==> src/rtl/buckSupPkg.sv <==
package buckSupPkg;

  typedef enum logic [2:0] {
    ST_OFF,
    ST_SOFT,
    ST_RUN,
    ST_HICCUP,
    ST_THERM
  } supState_t;

  // control -> datapath
  typedef struct packed {
    logic uvArm;
    logic hiccupLoad;
    logic hiccupRun;
  } supStrobes_t;

  // datapath -> control
  typedef struct packed {
    logic tsdHot;
    logic uvTrip;
    logic hiccupDone;
  } supStatus_t;

endpackage

==> src/rtl/hystFlag.sv <==
module hystFlag #(
  parameter int W = 8
) (
  input  logic         clk,
  input  logic         rstN,
  input  logic [W-1:0] value,
  input  logic [W-1:0] setLvl,
  input  logic [W-1:0] clrLvl,
  output logic         flag
);

  always_ff @(posedge clk) begin
    if (!rstN)                flag <= 1'b0;
    else if (value >= setLvl) flag <= 1'b1;
    else if (value <= clrLvl) flag <= 1'b0;
  end

  // shared by R1, R4 and R5: a flag only rises on a sample at or above its set level
  assert_rise_needs_set_R5: assert property (@(posedge clk) disable iff (!rstN)
    $rose(flag) |-> ($past(value) >= $past(setLvl)));

  // shared by R2, R4 and R5: a flag only falls on a sample at or below its clear level
  assert_fall_needs_clear_R4: assert property (@(posedge clk) disable iff (!rstN)
    $fell(flag) |-> ($past(value) <= $past(clrLvl)));

endmodule

==> src/rtl/buckSupDatapath.sv <==
module buckSupDatapath
  import buckSupPkg::*;
#(
  parameter int TEMP_W       = 8,
  parameter int MV_W         = 12,
  parameter int TSD_SET      = 150,
  parameter int TSD_HYST     = 30,
  parameter int WARN_SET     = 135,
  parameter int WARN_HYST    = 15,
  parameter int PRE_BASE     = 83,
  parameter int PRE_STEP     = 11,
  parameter int PRE_HYST     = 6,
  parameter int UV_MV        = 400,
  parameter int PG_RISE_PCT  = 94,
  parameter int PG_FALL_PCT  = 90,
  parameter int HICCUP_TICKS = 50000
) (
  input  logic              clk,
  input  logic              rstN,
  input  logic [TEMP_W-1:0] tempC,
  input  logic [MV_W-1:0]   voutMv,
  input  logic [MV_W-1:0]   targetMv,
  input  logic [1:0]        preWarnSel,
  input  logic              pgEnable,
  input  supStrobes_t       strobe,
  output supStatus_t        status,
  output logic              warnFlag,
  output logic              preFlag,
  output logic              pgFlag
);

  localparam int LVL_CNT = 3;           // 0 shutdown, 1 warning, 2 pre-warning
  localparam int PROD_W  = MV_W + 7;    // room for x100
  localparam int CNT_W   = (HICCUP_TICKS > 2) ? $clog2(HICCUP_TICKS) : 1;

  // ---------------- temperature comparators ----------------
  logic [TEMP_W-1:0] setLvl [LVL_CNT];
  logic [TEMP_W-1:0] clrLvl [LVL_CNT];
  logic [LVL_CNT-1:0] hot;
  logic [TEMP_W-1:0] preSet;

  always_comb begin
    preSet    = TEMP_W'(PRE_BASE) + TEMP_W'(PRE_STEP) * TEMP_W'(preWarnSel);
    setLvl[0] = TEMP_W'(TSD_SET);
    clrLvl[0] = TEMP_W'(TSD_SET - TSD_HYST);
    setLvl[1] = TEMP_W'(WARN_SET);
    clrLvl[1] = TEMP_W'(WARN_SET - WARN_HYST);
    setLvl[2] = preSet;
    clrLvl[2] = preSet - TEMP_W'(PRE_HYST);
  end

  for (genvar i = 0; i < LVL_CNT; i++) begin : gLvl
    hystFlag #(.W(TEMP_W)) uFlag (
      .clk    (clk),
      .rstN   (rstN),
      .value  (tempC),
      .setLvl (setLvl[i]),
      .clrLvl (clrLvl[i]),
      .flag   (hot[i])
    );
  end

  // ---------------- undervoltage ----------------
  logic uvTripQ;
  always_ff @(posedge clk) begin
    if (!rstN) uvTripQ <= 1'b0;
    else       uvTripQ <= strobe.uvArm && (voutMv < MV_W'(UV_MV));
  end

  // ---------------- hiccup timer ----------------
  logic [CNT_W-1:0] hiccupCnt;
  always_ff @(posedge clk) begin
    if (!rstN)                                 hiccupCnt <= '0;
    else if (strobe.hiccupLoad)                hiccupCnt <= CNT_W'(HICCUP_TICKS - 1);
    else if (strobe.hiccupRun && hiccupCnt != '0) hiccupCnt <= hiccupCnt - 1'b1;
  end

  // ---------------- power good ----------------
  logic [PROD_W-1:0] voutScaled, riseLvl, fallLvl;
  logic pgQ;
  always_comb begin
    voutScaled = PROD_W'(voutMv)   * PROD_W'(100);
    riseLvl    = PROD_W'(targetMv) * PROD_W'(PG_RISE_PCT);
    fallLvl    = PROD_W'(targetMv) * PROD_W'(PG_FALL_PCT);
  end

  always_ff @(posedge clk) begin
    if (!rstN || !pgEnable)        pgQ <= 1'b0;
    else if (voutScaled >= riseLvl) pgQ <= 1'b1;
    else if (voutScaled <  fallLvl) pgQ <= 1'b0;
  end

  assign status.tsdHot     = hot[0];
  assign status.uvTrip     = uvTripQ;
  assign status.hiccupDone = (hiccupCnt == '0);
  assign warnFlag          = hot[1];
  assign preFlag           = hot[2];
  assign pgFlag            = pgQ;

  assert_pg_rise_at_level_R8: assert property (@(posedge clk) disable iff (!rstN)
    $rose(pgQ) |-> $past(pgEnable) && ($past(voutScaled) >= $past(riseLvl)));

  assert_pg_off_when_disabled_R9: assert property (@(posedge clk) disable iff (!rstN)
    !pgEnable |=> !pgQ);

  assert_uv_only_when_armed_R6: assert property (@(posedge clk) disable iff (!rstN)
    $rose(uvTripQ) |-> $past(strobe.uvArm));

endmodule

==> src/rtl/buckSupControl.sv <==
module buckSupControl
  import buckSupPkg::*;
(
  input  logic        clk,
  input  logic        rstN,
  input  logic        enPin,
  input  logic        hostEnable,
  input  logic        rearmAuto,
  input  logic        softStartDone,
  input  supStatus_t  status,
  output supStrobes_t strobe,
  output logic        thermShutdown,
  output logic        hiccupReq,
  output logic        runConv
);

  supState_t state, nextState;
  logic enabled;

  assign enabled = enPin && hostEnable;

  always_comb begin
    nextState = state;
    if (!enabled) begin
      nextState = ST_OFF;
    end else begin
      unique case (state)
        ST_OFF:    nextState = status.tsdHot ? ST_THERM : ST_SOFT;
        ST_SOFT:   nextState = status.tsdHot ? ST_THERM :
                               softStartDone ? ST_RUN : ST_SOFT;
        ST_RUN:    nextState = status.tsdHot ? ST_THERM :
                               status.uvTrip ? ST_HICCUP : ST_RUN;
        ST_HICCUP: nextState = status.tsdHot ? ST_THERM :
                               status.hiccupDone ? ST_SOFT : ST_HICCUP;
        ST_THERM:  nextState = (rearmAuto && !status.tsdHot) ? ST_SOFT : ST_THERM;
        default:   nextState = ST_OFF;
      endcase
    end
  end

  always_ff @(posedge clk) begin
    if (!rstN) state <= ST_OFF;
    else       state <= nextState;
  end

  always_comb begin
    strobe.uvArm      = (state == ST_RUN);
    strobe.hiccupLoad = (nextState == ST_HICCUP) && (state != ST_HICCUP);
    strobe.hiccupRun  = (state == ST_HICCUP);
  end

  assign runConv       = (state == ST_SOFT) || (state == ST_RUN);
  assign thermShutdown = (state == ST_THERM);
  assign hiccupReq     = (state == ST_HICCUP);

  assert_hot_halts_run_R1: assert property (@(posedge clk) disable iff (!rstN)
    status.tsdHot |=> !runConv);

  assert_cool_restarts_R2: assert property (@(posedge clk) disable iff (!rstN)
    (state == ST_THERM) && rearmAuto && !status.tsdHot && enabled |=> runConv);

  assert_latch_holds_R3: assert property (@(posedge clk) disable iff (!rstN)
    thermShutdown && !rearmAuto && enabled |=> thermShutdown);

  assert_soft_start_no_hiccup_R6: assert property (@(posedge clk) disable iff (!rstN)
    (state == ST_SOFT) |=> !hiccupReq);

  assert_uv_enters_hiccup_R7: assert property (@(posedge clk) disable iff (!rstN)
    (state == ST_RUN) && status.uvTrip && !status.tsdHot && enabled |=> hiccupReq);

  assert_run_needs_enable_R10: assert property (@(posedge clk) disable iff (!rstN)
    runConv |-> $past(enabled));

endmodule

==> src/rtl/buckSupervisor.sv <==
module buckSupervisor
  import buckSupPkg::*;
#(
  parameter int TEMP_W       = 8,
  parameter int MV_W         = 12,
  parameter int TSD_SET      = 150,
  parameter int TSD_HYST     = 30,
  parameter int WARN_SET     = 135,
  parameter int WARN_HYST    = 15,
  parameter int PRE_BASE     = 83,
  parameter int PRE_STEP     = 11,
  parameter int PRE_HYST     = 6,
  parameter int UV_MV        = 400,
  parameter int PG_RISE_PCT  = 94,
  parameter int PG_FALL_PCT  = 90,
  parameter int HICCUP_TICKS = 50000
) (
  input  logic              clk,
  input  logic              rstN,
  input  logic [TEMP_W-1:0] tempC,
  input  logic [MV_W-1:0]   voutMv,
  input  logic [MV_W-1:0]   targetMv,
  input  logic              softStartDone,
  input  logic              enPin,
  input  logic              hostEnable,
  input  logic              rearmAuto,
  input  logic [1:0]        preWarnSel,
  input  logic              pgEnable,
  output logic              thermShutdown,
  output logic              thermWarn,
  output logic              thermPreWarn,
  output logic              powerGood,
  output logic              hiccupReq,
  output logic              runConv
);

  supStrobes_t strobe;
  supStatus_t  status;

  buckSupDatapath #(
    .TEMP_W(TEMP_W), .MV_W(MV_W),
    .TSD_SET(TSD_SET), .TSD_HYST(TSD_HYST),
    .WARN_SET(WARN_SET), .WARN_HYST(WARN_HYST),
    .PRE_BASE(PRE_BASE), .PRE_STEP(PRE_STEP), .PRE_HYST(PRE_HYST),
    .UV_MV(UV_MV), .PG_RISE_PCT(PG_RISE_PCT), .PG_FALL_PCT(PG_FALL_PCT),
    .HICCUP_TICKS(HICCUP_TICKS)
  ) uDatapath (
    .clk        (clk),
    .rstN       (rstN),
    .tempC      (tempC),
    .voutMv     (voutMv),
    .targetMv   (targetMv),
    .preWarnSel (preWarnSel),
    .pgEnable   (pgEnable),
    .strobe     (strobe),
    .status     (status),
    .warnFlag   (thermWarn),
    .preFlag    (thermPreWarn),
    .pgFlag     (powerGood)
  );

  buckSupControl uControl (
    .clk           (clk),
    .rstN          (rstN),
    .enPin         (enPin),
    .hostEnable    (hostEnable),
    .rearmAuto     (rearmAuto),
    .softStartDone (softStartDone),
    .status        (status),
    .strobe        (strobe),
    .thermShutdown (thermShutdown),
    .hiccupReq     (hiccupReq),
    .runConv       (runConv)
  );

endmodule

==> config.mk <==
export PLATFORM = sky130hd
export DESIGN_NAME = buckSupervisor
export DESIGN_NICKNAME = d
export VERILOG_FILES = /design/src/rtl/buckSupPkg.sv /design/src/rtl/hystFlag.sv /design/src/rtl/buckSupDatapath.sv /design/src/rtl/buckSupControl.sv /design/src/rtl/buckSupervisor.sv
export SDC_FILE = /design/constraint.sdc
export NUM_CORES = 1
export LEC_CHECK = 0
export BUFFER_PORTS_ARGS = -buffer_cell sky130_fd_sc_hd__buf_2
export CORE_UTILIZATION = 60
export CTS_BUF_LIST = sky130_fd_sc_hd__clkbuf_8
export DETAILED_ROUTE_END_ITERATION = 8
export PLACE_DENSITY = 0.8
export SLEW_MARGIN = 20
export SYNTH_ARGS = -nofsm -noshare
export SYNTH_HDL_FRONTEND = slang
export SYNTH_SLANG_ARGS = --single-unit
==> constraint.sdc <==
create_clock -name clk -period 5.1 [get_ports clk]
set_input_delay 0.255 -clock clk [delete_from_list [all_inputs] [get_ports clk]]
set_output_delay 0.255 -clock clk [all_outputs]
set_load 0.05 [all_outputs]
After elaboration in Yosys (flattened, before gate mapping)
Cells that the tools add are included.
W data, S select, Z words.
- output and inout port bits: 6
- logic and storage cells: 68
- bits in registers: 24
- bitwise operators: 1
- add/subtract/negate cells: 3
- magnitude comparators: 8
- reduce and logical (&&, ||, !) cells: 19
- eq/ne operators: 6
- $mul: 4
- multiplexer cells: 19
- operators with widths (operator ; count):
    $mul A12 B6 Y18 const B ; 2
    $mux W16 ; 2
    $ge A19 B19 Y1 ; 1
    $lt A19 B19 Y1 ; 1
    $mux W3 ; 6
    $mul A12 B5 Y17 const B ; 1
    $ge A8 B8 Y1 const B ; 2
    $logic_not A16 Y1 ; 1
    $reduce_bool A16 Y1 ; 1
    $sub A16 B1 Y16 const B ; 1
    $pmux W3 S5 ; 1
    $lt A12 B9 Y1 const B ; 1
    $reduce_bool A2 Y1 ; 5
    $eq A3 B2 Y1 const B ; 3
    $add A7 B6 Y8 const A ; 1
    $ge A8 B8 Y1 ; 1
    $le A8 B7 Y1 const B ; 1
    $le A8 B8 Y1 ; 1
    $mux W1 ; 8
    $sub A8 B3 Y8 const B ; 1
    $mul A4 B2 Y6 const A ; 1
    $logic_and A1 B1 Y1 ; 5
    $mux W2 ; 2
    $eq A3 B1 Y1 const B ; 1
    other kinds (7) ; 10

Logic depth before layout (Yosys ltp)
Gate-level depths: netlist of the first run.
- depth after elaboration: 8
- mapped depth: 21
- gate-level depth less buffers: 21

Cells and area by module
From an unflattened synthesis of the first run, not the netlist that was laid out.
- cell total of the unflattened synthesis: 872
- area total of the unflattened synthesis: 7259.5 um^2
- by module, submodules not included (module ; instances ; cells an instance ; area an instance (um^2) ; sequential area each (um^2)):
    buckSupDatapath ; 1 ; 685 ; 5775.5 ; 360.3
    hystFlag ; 3 ; 53 ; 419.2 ; 20.0
    buckSupControl ; 1 ; 28 ; 226.5 ; 60.1

Worst setup path before layout of the first run
No wires, ideal clock.
- path kind: input to register
- start point: input targetMv[4]
- end point: register uDatapath.pgQ (netlist: uDatapath.pgFlag)
- buffers on the path: 0
- slack: 465 ps
- stages on the path: 19
- data required time: 4978 ps
- data arrival time: 4513 ps
- setup time: 122 ps
- cell sequence: fa_1 inv_1 fa_1 fa_1 inv_1 ha_1 o21a_1 o31a_1 o221a_2 o31ai_1 xnor2_1 ha_1 nand2_1 nor2_1 a2111oi_0 nor2_1 nor3_1 a21oi_1 o311a_1
- cells in the longest elaborated chain, start to end: 3
- elaborated cells on any way between the ends: 6
- classes of those cells: mul: 2; order compare: 2; mux: 1; reduce/logical: 1
- ends and longest elaborated chain (what ; line ; text):
    from (decl) ; buckSupervisor.sv:22 ; input logic [MV_W-1:0] targetMv,
    $mul A12 B6 Y18, on equally long branches ; buckSupDatapath.sv:83, buckSupDatapath.sv:84 ;
    $ge A19 B19 Y1 or $lt A19 B19 Y1 (tied branches) ; buckSupDatapath.sv:89, buckSupDatapath.sv:90 ;
    $mux W1 or $reduce_bool A2 Y1 (tied branches) ; n/a ;
    to (signal assigned) ; buckSupDatapath.sv:88 ; if (!rstN || !pgEnable) pgQ <= 1'b0;
    to (signal assigned) ; buckSupDatapath.sv:89 ; else if (voutScaled >= riseLvl) pgQ <= 1'b1;
    to (signal assigned) ; buckSupDatapath.sv:90 ; else if (voutScaled < fallLvl) pgQ <= 1'b0;
    to (decl) ; buckSupDatapath.sv:80 ; logic pgQ;
Several ways; a longest one is shown, not always the timed one.
A chain may end at the register's enable or synchronous reset.

Worst setup path after layout of the first run
Ends and elaborated chain as after synthesis.

==> results of run 1 <==
[cell usage in the layout, fill, tap and decap left out, drive strengths merged, types with 3 or more instances in the layout]
master,Yosys,layout
inv,157,157
ha,150,150
fa,54,54
buf,2,50
a21oi,47,47
nor2,42,42
nand2,29,29
xnor2,28,28
dfxtp,24,24
o21ai,23,23
xor2,22,22
o21a,14,14
nor3,13,13
nor2b,12,12
a21o,12,12
nand3,9,9
nand4,9,9
nor4,6,6
o21bai,6,6
o22ai,5,5
a31oi,5,5
o211ai,4,4
or2,4,4
o31ai,4,4
a211oi,3,3
or3,3,3
nand2b,3,3
a221oi,3,3
clkbuf,3,3
and3,3,3
a2111oi,3,3
or4,3,3
[routing by layer]
layer / routed length [µm] / share of wire / up-vias / track usage
met5: 0 / 0 / - / 0
met3: 447 / 0.035 / 19 / 0.0181
li1: - / - / 2519 / -
met2: 6220 / 0.49 / 129 / 0.462
met1: 5920 / 0.46 / 2363 / 0.323
met4: 165 / 0.013 / 0 / 0.0542
[worst register-to-register path: stages (launching register included)]
cell and delay (ps):
dfxtp_1 370, or4_1 610, nor4_2 310, a31oi_4 190
o21bai_2 170, or4_1 400, nand2_4 140, nor2_1 130
[final timing paths]
kind | start | to | slack [ps]
min reg2reg | uDatapath.gLvl[1].uFlag.flag | uDatapath.gLvl[1].uFlag.flag | 480
min | voutMv[9] | uDatapath.uvTripQ | 210
max | targetMv[4] | uDatapath.pgFlag | 400
max reg2reg | uDatapath.hiccupCnt[8] | uDatapath.hiccupCnt[5] | 2710
[report_power, final]
group          internal (mW)  leakage (nW)  switching (mW)
sequential             0.193         0.194         0.00519
clock                  0.105        0.0357          0.0614
combinational          0.903          3.31            1.16
total                   1.20          3.54            1.22
[final cells by class]
class | instances | area, µm² | share of cell area
multi-input combinational | 537 | 5050 | 0.763
timing repair buffer | 50 | 260 | 0.0393
inverter | 158 | 593 | 0.0896
tap | 133 | 166 | 0.0251
clock buffer | 3 | 41.3 | 0.00623
clock inverter | 1 | 30.0 | 0.00453
sequential | 24 | 480 | 0.0725
[through the flow]
step / power [mW] / util / cell area (µm²)
finish: 2.42 / 0.671 / 6620
global route: 2.70 / 0.671 / 6620
CTS: 2.39 / 0.671 / 6620
detailed placement: 2.21 / 0.664 / 6550
global placement: 2.09 / 0.664 / 6550
floorplan: 1.72 / - / 6150
[sequential cells by signal (all words and copies together) (netlist names)]
name                       flops
uDatapath.hiccupCnt           16
uControl.state                 3
uDatapath.uvTripQ              1
uDatapath.gLvl.uFlag.flag      3
uDatapath.pgFlag               1
[kinds of logic (layout without fill, tap and decap cells)]
family / after synthesis / after routing / synth area share
flops: 24 / 24 / 0.0781
compound gates: 139 / 139 / 0.147
mux: 1 / 1 / 0.00163
simple gates: 143 / 143 / 0.121
xor+xnor: 50 / 50 / 0.0712
fa+ha+maj: 204 / 204 / 0.481
buf+inv: 163 / 212 / 0.101
==> impl_results.md, run 1 <==
- Initial antenna violation count: 0
- Clock Sinks: 24
- Starting Density: 0.624
- Mapped Cells: 724
- Tcrit/Tclk final: 0.921
- Critical path depth: 21
- Setup TNS: 0 ps
- Pwr dens: 366 mW/mm²
- Crit Path Category: primary input to flip-flop
- Maximum level of the CTS H-tree: 1
- Critical-path top delay cell: fa_1
- Synth area leaders: ha_1, fa_1, inv_1
- Slowest stage delay, CP: 540 ps
- Unrepaired setup endpoints after global routing: no
- CP arrival: 4860 ps
- RD Place Congestion: 0.870
- I/O Buffers: 46
- ANT cells: 0
- Vias per cell: 5.55
- Die X: 103 µm
- Max Buffers Root-to-Sink: 2
- CP most frequent cell: fa_1
- Cts hold-fix bufs: 0
- Critical Path RT: 5260 ps
- WP buf/inv: 4
- DP HPWL: 11.3 mm
- Place WS: 124 ps
- Post-route setup slack: 401 ps
- Share of layout cells above drive strength 1: 0.0867
- Drt wl/cell: 14.1 µm
- CTS tree: yes
- Post-Syn Area: 0.00615 mm²
- EDFF count, synth: 0
- Maximum number of pins on one net before global-route repair: 15
- Net Count, Synth: 969
- Headroom to the max-slew limit: 0.719
- Distinct cell type count after synthesis: 54
- Run status: finished, final reports clean
- Placed insts: 902
- Core ar.: 0.00986 mm²
- Hold WC Path Type: primary input to flip-flop
- Worst-Margin Slew: 411 ps
- IR drop worst, VDD: 214 µV
- Final Max Slew Viols: 0
- P&R area growth vs syn: 7.67%
- Fin Hold WS: 214 ps
- Congestion Overflow GR: 0
- Leading post-synthesis cells by instance count: inv_1, ha_1, fa_1
- Iter 0 DRT Violations: 194
- Non-Filler Instances: 906
- Setup Viol. Count Final: 0
- Register area share after synthesis: 0.0781
- Worst skew pair latency: 270 ps
- Number of fill cells: 788
- Remaining DRCs: 0
- Total Wirelength: 12.8 mm
- Yosys reg bits: 24
- Clock period minus worst slack: 4700 ps
- Max Clk Rate: 213 MHz
- Dominant cell by count in the synthesized netlist: inv_1
- Critical path peak fanout: 5
- Final hold violations: 0
- Max-cap violation count: 0
- Total GRT Usage: 0.251
- Startpoint class of the critical path: primary input
- # IOs: 47
- Global-route wire length before repair: 21.5 mm
- YS warnings: 0
- Final ANT Viol Nets: 0
- Critical-path cell list: buf_2, fa_1, inv_1, fa_1, fa_1, inv_1, ha_1, o21a_1, o31a_1, o221a_2, o31ai_1, buf_4, xnor2_1, ha_1, nand2_1, nor2_1, a2111oi_1, nor2_1, nor3_1, a21oi_1, o311a_1
- Rows: 36
- Crit path max-delay family: adder cells
- Synth async-reset ratio: 0
- Synth top area share: 0.305
- Synth area leader: ha_1
- CTS-repair resized insts: 0
- Via Count: 5030
- CP endpoint kind: flip-flop
- Vias in the first global route: 5067
- TritonCTS Buffers: 3
- CTS root buf: clkbuf_8
- Clk_skew: 5.70 ps
- Worst-path clk slew: 80 ps
- Reg2reg path depth: 7
- DIE AREA: 0.0107 mm²
- Die height: 103 µm
- Most used DFF post-synth: dfxtp_1
- Static Leak: 3.54 nW
- DRT Pass-1 Iters: 5
- Hold depth: 2
- Layout net count: 1019
- Avg Inst Size Synth: 8.50 µm²
- Post-CTS Setup Bufs: 0
(Power assumes the default switching activity.)
==> inputs of run 2 (changes only) <==
--- a/config.mk
+++ b/config.mk
@@ -6,10 +6,12 @@
 export NUM_CORES = 1
 export LEC_CHECK = 0
 export BUFFER_PORTS_ARGS = -buffer_cell sky130_fd_sc_hd__buf_2
-export CORE_UTILIZATION = 60
+export CELL_PAD_IN_SITES_DETAIL_PLACEMENT = 1
+export CELL_PAD_IN_SITES_GLOBAL_PLACEMENT = 2
+export CORE_UTILIZATION = 39
 export CTS_BUF_LIST = sky130_fd_sc_hd__clkbuf_8
 export DETAILED_ROUTE_END_ITERATION = 8
-export PLACE_DENSITY = 0.8
+export PLACE_DENSITY_LB_ADDON = 0.12
 export SLEW_MARGIN = 20
 export SYNTH_ARGS = -nofsm -noshare
 export SYNTH_HDL_FRONTEND = slang
==> impl_results.md, run 2 (synthesis gave the netlist of run 1 again) <==
- Maximum number of pins on one net before global-route repair: 15 (unchanged)
- Largest register by flop count: uDatapath.hiccupCnt (unchanged)
- Pwr dens: 365 mW/mm² (was 366 mW/mm²)
- Switching pwr: 1.25 mW (was 1.22 mW)
- Startpoint class of the critical path: primary input (unchanged)
- Vias in the first global route: 5466 (was 5067)
- CP endpoint kind: flip-flop (unchanged)
- Max Buffers Root-to-Sink: 2 (unchanged)
- Via Count: 4956 (was 5030)
- Maximum level of the CTS H-tree: 1 (unchanged)
- RD Place Congestion: 0.786 (was 0.870)
- Critical path peak fanout: 5 (unchanged)
- Static Leak: 3.54 nW (about the same)
- Clk_skew: 2.46 ps (was 5.70 ps)
- Setup Viol. Count Final: 0 (unchanged)
- # IOs: 47 (unchanged)
- Cts hold-fix bufs: 0 (unchanged)
- Number of fill cells: 1853 (was 788)
- Post-route setup slack: 360 ps (was 401 ps)
- Run status: finished, final reports clean (unchanged)
- Total Wirelength: 14.8 mm (was 12.8 mm)
- IR drop worst, VDD: 135 µV (was 214 µV)
- Iter 0 DRT Violations: 145 (was 194)
- P&R area growth vs syn: 9.38% (was 7.67%)
- Largest regs: uDatapath.hiccupCnt (16), uControl.state (3), uDatapath.gLvl.uFlag.flag (3) (unchanged)
- Commonest non-fill, non-tap cell in the layout: inv_1 (unchanged)
- I/O Buffers: 46 (unchanged)
- ANT cells: 0 (unchanged)
- Critical Path RT: 5270 ps (was 5260 ps)
- Crit Path Category: primary input to flip-flop (unchanged)
- Worst-path clk slew: 90 ps (was 80 ps)
- Die X: 128 µm (was 103 µm)
- DRT Pass-1 Iters: 4 (was 5)
- Drt wl/cell: 15.1 µm (was 14.1 µm)
- Max-cap violation count: 0 (unchanged)
- Sw frac: 0.509 (was 0.504)
- CP arrival: 4910 ps (was 4860 ps)
- Total GRT Usage: 0.194 (was 0.251)
- Congestion Overflow GR: 0 (unchanged)
- Unrepaired setup endpoints after global routing: no (unchanged)
- Share of layout cells above drive strength 1: 0.0879 (was 0.0867)
- CTS tree: yes (unchanged)
- Initial antenna violation count: 0 (unchanged)
- Clock period minus worst slack: 4740 ps (was 4700 ps)
- Final Max Slew Viols: 0 (unchanged)
- Worst-Margin Slew: 475 ps (was 411 ps)
- Worst skew pair latency: 280 ps (was 270 ps)
- CTS root buf: clkbuf_8 (unchanged)
- DIE AREA: 0.0163 mm² (was 0.0107 mm²)
- Pwr Total: 2.45 mW (was 2.42 mW)
- DP HPWL: 13.6 mm (was 11.3 mm)
- Final ANT Viol Nets: 0 (unchanged)
- Final hold violations: 0 (unchanged)
- Place WS: 48.9 ps (was 124 ps)
- Global-route wire length before repair: 25.6 mm (was 21.5 mm)
- Combinational power share: 0.849 (was 0.850)
- Vias per cell: 5.03 (was 5.55)
- TritonCTS Buffers: 3 (unchanged)
- Most frequent cells in the layout: inv_1, ha_1, fa_1 (unchanged)
- Part of the power in the clock network: 0.070 (was 0.069)
- Clock Sinks: 24 (unchanged)
- Core ar.: 0.0153 mm² (was 0.00986 mm²)
- Die height: 128 µm (was 103 µm)
- Largest register FFs: 16 (unchanged)
- Multi-input gate area: 0.00505 mm² (unchanged)
- Starting Density: 0.402 (was 0.624)
- Hold WC Path Type: primary input to flip-flop (unchanged)
- Rows: 45 (was 36)
- Headroom to the max-slew limit: 0.681 (was 0.719)
- Remaining DRCs: 0 (unchanged)
- Cell-internal power: 1.21 mW (was 1.20 mW)
- Sequential power share: 0.081 (was 0.082)
- Register area: 480 µm² (unchanged)
- Layout net count: 1020 (was 1019)
- Setup TNS: 0 ps (unchanged)
- Tcrit/Tclk final: 0.929 (was 0.921)
- Max Clk Rate: 211 MHz (was 213 MHz)
run 2: power by group through the flow:
stage | sequential (mW) | clock, mW | combinational, mW
final | 0.199 | 0.172 | 2.08
after global routing | 0.199 | 0.189 | 2.41
after CTS | 0.199 | 0.181 | 2.12
after detailed placement | 0.203 | 0 | 2.10
after global placement | 0.203 | 0 | 1.99
after floorplan | 0.213 | 0 | 1.51
run 2: cell type report:
class | instances | share of cell area
repair buffers | 51 | 0.0398
flip-flops and latches | 24 | 0.0714
clock buffers | 3 | 0.00614
well taps | 211 | 0.0392
clock inverters | 1 | 0.00446
inverters | 158 | 0.0882
multi-input cells | 537 | 0.751
run 2: repair_timing:
item | in CTS | in global routing
buffers inserted | 0 | 0
setup endpoints to repair | 0 | 1
resized for setup | 0 | 1
run 2: worst max-delay path, stage by stage:
cell and delay, ps:
buf_2 160, fa_1 510, fa_1 530, inv_1 70, fa_1 530, inv_1 40, ha_1 230, or3_1 380
o221a_2 250, o31ai_1 200, buf_4 160, xnor2_1 130, ha_1 290, nand2_1 80, nor2_1 40, a2111oi_1 360
nor2_1 90, nor3_1 140, a21oi_1 100, o311a_1 350
run 2: final timing paths:
kind | slack [ps] | cells after the start | end | startpoint
worst max register to register | 2540 | 7 | uDatapath.hiccupCnt[13] | uDatapath.hiccupCnt[8]
worst min-delay path | 190 | 2 | uDatapath.uvTripQ | voutMv[9]
worst max-delay path | 360 | 20 | uDatapath.pgFlag | targetMv[7]
worst min register to register | 470 | 2 | uDatapath.gLvl[1].uFlag.flag | uDatapath.gLvl[1].uFlag.flag
run 2: routing by layer:
layer / global-route usage / wire length, µm / vias up
met1: 0.260 / 7330 / 2380
met3: 0.0172 / 285 / 10
met4: 0.0152 / 82 / 0
li1: - / - / 2518
met5: 0 / 0 / -
met2: 0.351 / 7150 / 48
run 2: stage by stage:
stage          area (µm²)  instances  hold WS (ps)   util
2_1_floorplan        6150        724           333      -
3_3_place_gp         6660        981           454  0.435
3_5_place_dp         6660        981           454  0.435
4_1_cts              6730        985           178  0.439
5_1_grt              6730        985           188  0.439
6_report             6730        985           192  0.439
==> inputs of run 3 (changes only) <==
--- a/config.mk
+++ b/config.mk
@@ -8,10 +8,11 @@
 export BUFFER_PORTS_ARGS = -buffer_cell sky130_fd_sc_hd__buf_2
 export CELL_PAD_IN_SITES_DETAIL_PLACEMENT = 1
 export CELL_PAD_IN_SITES_GLOBAL_PLACEMENT = 2
-export CORE_UTILIZATION = 39
+export CORE_UTILIZATION = 30
 export CTS_BUF_LIST = sky130_fd_sc_hd__clkbuf_8
 export DETAILED_ROUTE_END_ITERATION = 8
 export PLACE_DENSITY_LB_ADDON = 0.12
+export REMOVE_ABC_BUFFERS = 1
 export SLEW_MARGIN = 20
 export SYNTH_ARGS = -nofsm -noshare
 export SYNTH_HDL_FRONTEND = slang
==> impl_results.md, run 3 (synthesis gave the netlist of run 1 again) <==
- WP buf/inv: 4 (unchanged)
- Share of layout cells above drive strength 1: 0.0902 (was 0.0879)
- Global-route wire length before repair: 25.9 mm (was 25.6 mm)
- Rows: 52 (was 45)
- Vias in the first global route: 5411 (was 5466)
- Run status: finished, final reports clean (unchanged)
- Drt wl/cell: 14.4 µm (was 15.1 µm)
- Slowest stage delay, CP: 550 ps (was 530 ps)
- Unrepaired setup endpoints after global routing: no (unchanged)
- Layout net count: 1022 (was 1020)
- Vias per cell: 4.75 (was 5.03)
- Post-Place Cell Area: 0.00674 mm² (was 0.00666 mm²)
- Post-route cell area: 0.00682 mm² (was 0.00673 mm²)
- Largest register by flop count: uDatapath.hiccupCnt (unchanged)
- Crit Path Category: primary input to flip-flop (unchanged)
- Setup TNS: 0 ps (unchanged)
- Headroom to the max-slew limit: 0.667 (was 0.681)
- Worst skew pair latency: 270 ps (was 280 ps)
- CP startpoint: targetMv[4] (was targetMv[7])
- Clock period minus worst slack: 4760 ps (was 4740 ps)
- P&R area growth vs syn: 10.8% (was 9.38%)
- Post-layout util: 0.338 (was 0.439)
- Die X: 145 µm (was 128 µm)
- Tcrit/Tclk final: 0.933 (was 0.929)
- Starting Density: 0.305 (was 0.402)
- Cts hold-fix bufs: 0 (unchanged)
- Via Count: 4965 (was 4956)
- Largest register FFs: 16 (unchanged)
- Post-route setup slack: 344 ps (was 360 ps)
- IR drop worst, VDD: 102 µV (was 135 µV)
- Remaining DRCs: 0 (unchanged)
- Crit path max-delay family: adder cells (unchanged)
- Register area: 480 µm² (unchanged)
- Clock Sinks: 24 (unchanged)
- Static Leak: 3.55 nW (was 3.54 nW)
- Startpoint class of the critical path: primary input (unchanged)
- Commonest non-fill, non-tap cell in the layout: inv_1 (unchanged)
- Die height: 145 µm (was 128 µm)
- DP HPWL: 13.9 mm (was 13.6 mm)
- Most frequent cells in the layout: inv_1, ha_1, fa_1 (unchanged)
- # IOs: 47 (unchanged)
- Iter 0 DRT Violations: 82 (was 145)
- Place WS: -11.1 ps (was 48.9 ps)
- Total Wirelength: 15.0 mm (was 14.8 mm)
- Final Max Slew Viols: 0 (unchanged)
- ANT cells: 0 (unchanged)
- Final ANT Viol Nets: 0 (unchanged)
- CTS root buf: clkbuf_8 (unchanged)
- Pwr dens: 360 mW/mm² (was 365 mW/mm²)
- I/O Buffers: 46 (unchanged)
- Hold WC Path Type: primary input to flip-flop (unchanged)
- RD Place Congestion: 0.745 (was 0.786)
- CP arrival: 4920 ps (was 4910 ps)
- Congestion Overflow GR: 0 (unchanged)
- DIE AREA: 0.0211 mm² (was 0.0163 mm²)
- CTS tree: yes (unchanged)
- Clk_skew: 5.72 ps (was 2.46 ps)
- TritonCTS Buffers: 3 (unchanged)
- Critical-path cell list: buf_2, fa_1, inv_1, fa_1, fa_1, inv_1, ha_1, o21a_1, o31a_1, o221a_2, o31ai_1, buf_4, xnor2_1, ha_1, nand2_1, nor2_1, a2111oi_1, nor2_1, nor3_1, a21oi_1, o311a_1 (was buf_2, fa_1, fa_1, inv_1, fa_1, inv_1, ha_1, or3_1, o221a_2, o31ai_1, buf_4, xnor2_1, ha_1, nand2_1, nor2_1, a2111oi_1, nor2_1, nor3_1, a21oi_1, o311a_1)
- Critical Path RT: 5270 ps (about the same)
- Maximum number of pins on one net before global-route repair: 15 (unchanged)
- CP most frequent cell: fa_1 (unchanged)
- Initial antenna violation count: 0 (unchanged)
- Multi-input gate area: 0.00505 mm² (unchanged)
- Hold Startpoint: voutMv[9] (unchanged)
- Worst-path clk slew: 90 ps (about the same)
- Final hold violations: 0 (unchanged)
- Worst-Margin Slew: 499 ps (was 475 ps)
- Critical path peak fanout: 5 (unchanged)
- Total GRT Usage: 0.147 (was 0.194)
- DRT Pass-1 Iters: 4 (unchanged)
- Max Clk Rate: 210 MHz (was 211 MHz)
- Pwr Total: 2.45 mW (about the same)
- Largest regs: uDatapath.hiccupCnt (16), uControl.state (3), uDatapath.gLvl.uFlag.flag (3) (unchanged)
- Max Buffers Root-to-Sink: 2 (unchanged)
- Number of fill cells: 2446 (was 1853)
- CP endpoint kind: flip-flop (unchanged)
- Reg-to-Reg Start: uDatapath.hiccupCnt[8] (unchanged)
- Core ar.: 0.0202 mm² (was 0.0153 mm²)
- Critical-path top delay cell: fa_1 (unchanged)
- Maximum level of the CTS H-tree: 1 (unchanged)
- Setup Viol. Count Final: 0 (unchanged)
- Max-cap violation count: 0 (unchanged)
run 3: cell types whose count changed in the layout (fill, tap and decap cells not counted), sizes merged:
cell	previous run	this run
buf	51	53
run 3: stage by stage:
| step | hold slack, ps | cells |
|---|---|---|
| global placement | 449 | 1042 |
| global route | 225 | 1046 |
| floorplan | 333 | 719 |
| CTS | 217 | 1046 |
| detailed placement | 454 | 1042 |
| finish | 217 | 1046 |
run 3: worst reg2reg max path, cell delays in order, from the launching register on:
cell and delay (ps):
dfxtp_1 360, or4_1 610, nor4_2 380, a31oi_4 220, o21bai_2 190, or4_1 450
nand2_4 150, nor2_1 150
run 3: repair_timing:
action                     in CTS  in global routing
gates resized for setup         0                  1
buffers inserted                0                  0
setup endpoints to repair       0                  1
run 3: final timing paths:
path	slack [ps]	cells past startpoint	to
worst max-delay path	340	21	uDatapath.pgFlag
worst min-delay path	220	2	uDatapath.uvTripQ
worst max register to register	2520	7	uDatapath.hiccupCnt[11]
worst min register to register	470	2	uDatapath.gLvl[1].uFlag.flag
run 3: layer usage:
layer,global-route usage,wire [µm]
met4,0.00842,37
met3,0.0135,279
met5,0,0
met2,0.257,7080
met1,0.205,7640
run 3: area by class of cell:
type / instances / area share
Multi-Input combinational cell: 537 / 0.741
Clock buffer: 3 / 0.00606
Clock inverter: 1 / 0.00441
Tap cell: 270 / 0.0496
Sequential cell: 24 / 0.0705
Timing Repair Buffer: 53 / 0.0415
Inverter: 158 / 0.0870
run 3: power breakdown:
part / switching, mW / total [mW] / internal [mW]
sequential: 0.00591 / 0.199 / 0.193
clock: 0.0659 / 0.171 / 0.105
combinational: 1.18 / 2.08 / 0.904
total: 1.25 / 2.45 / 1.20
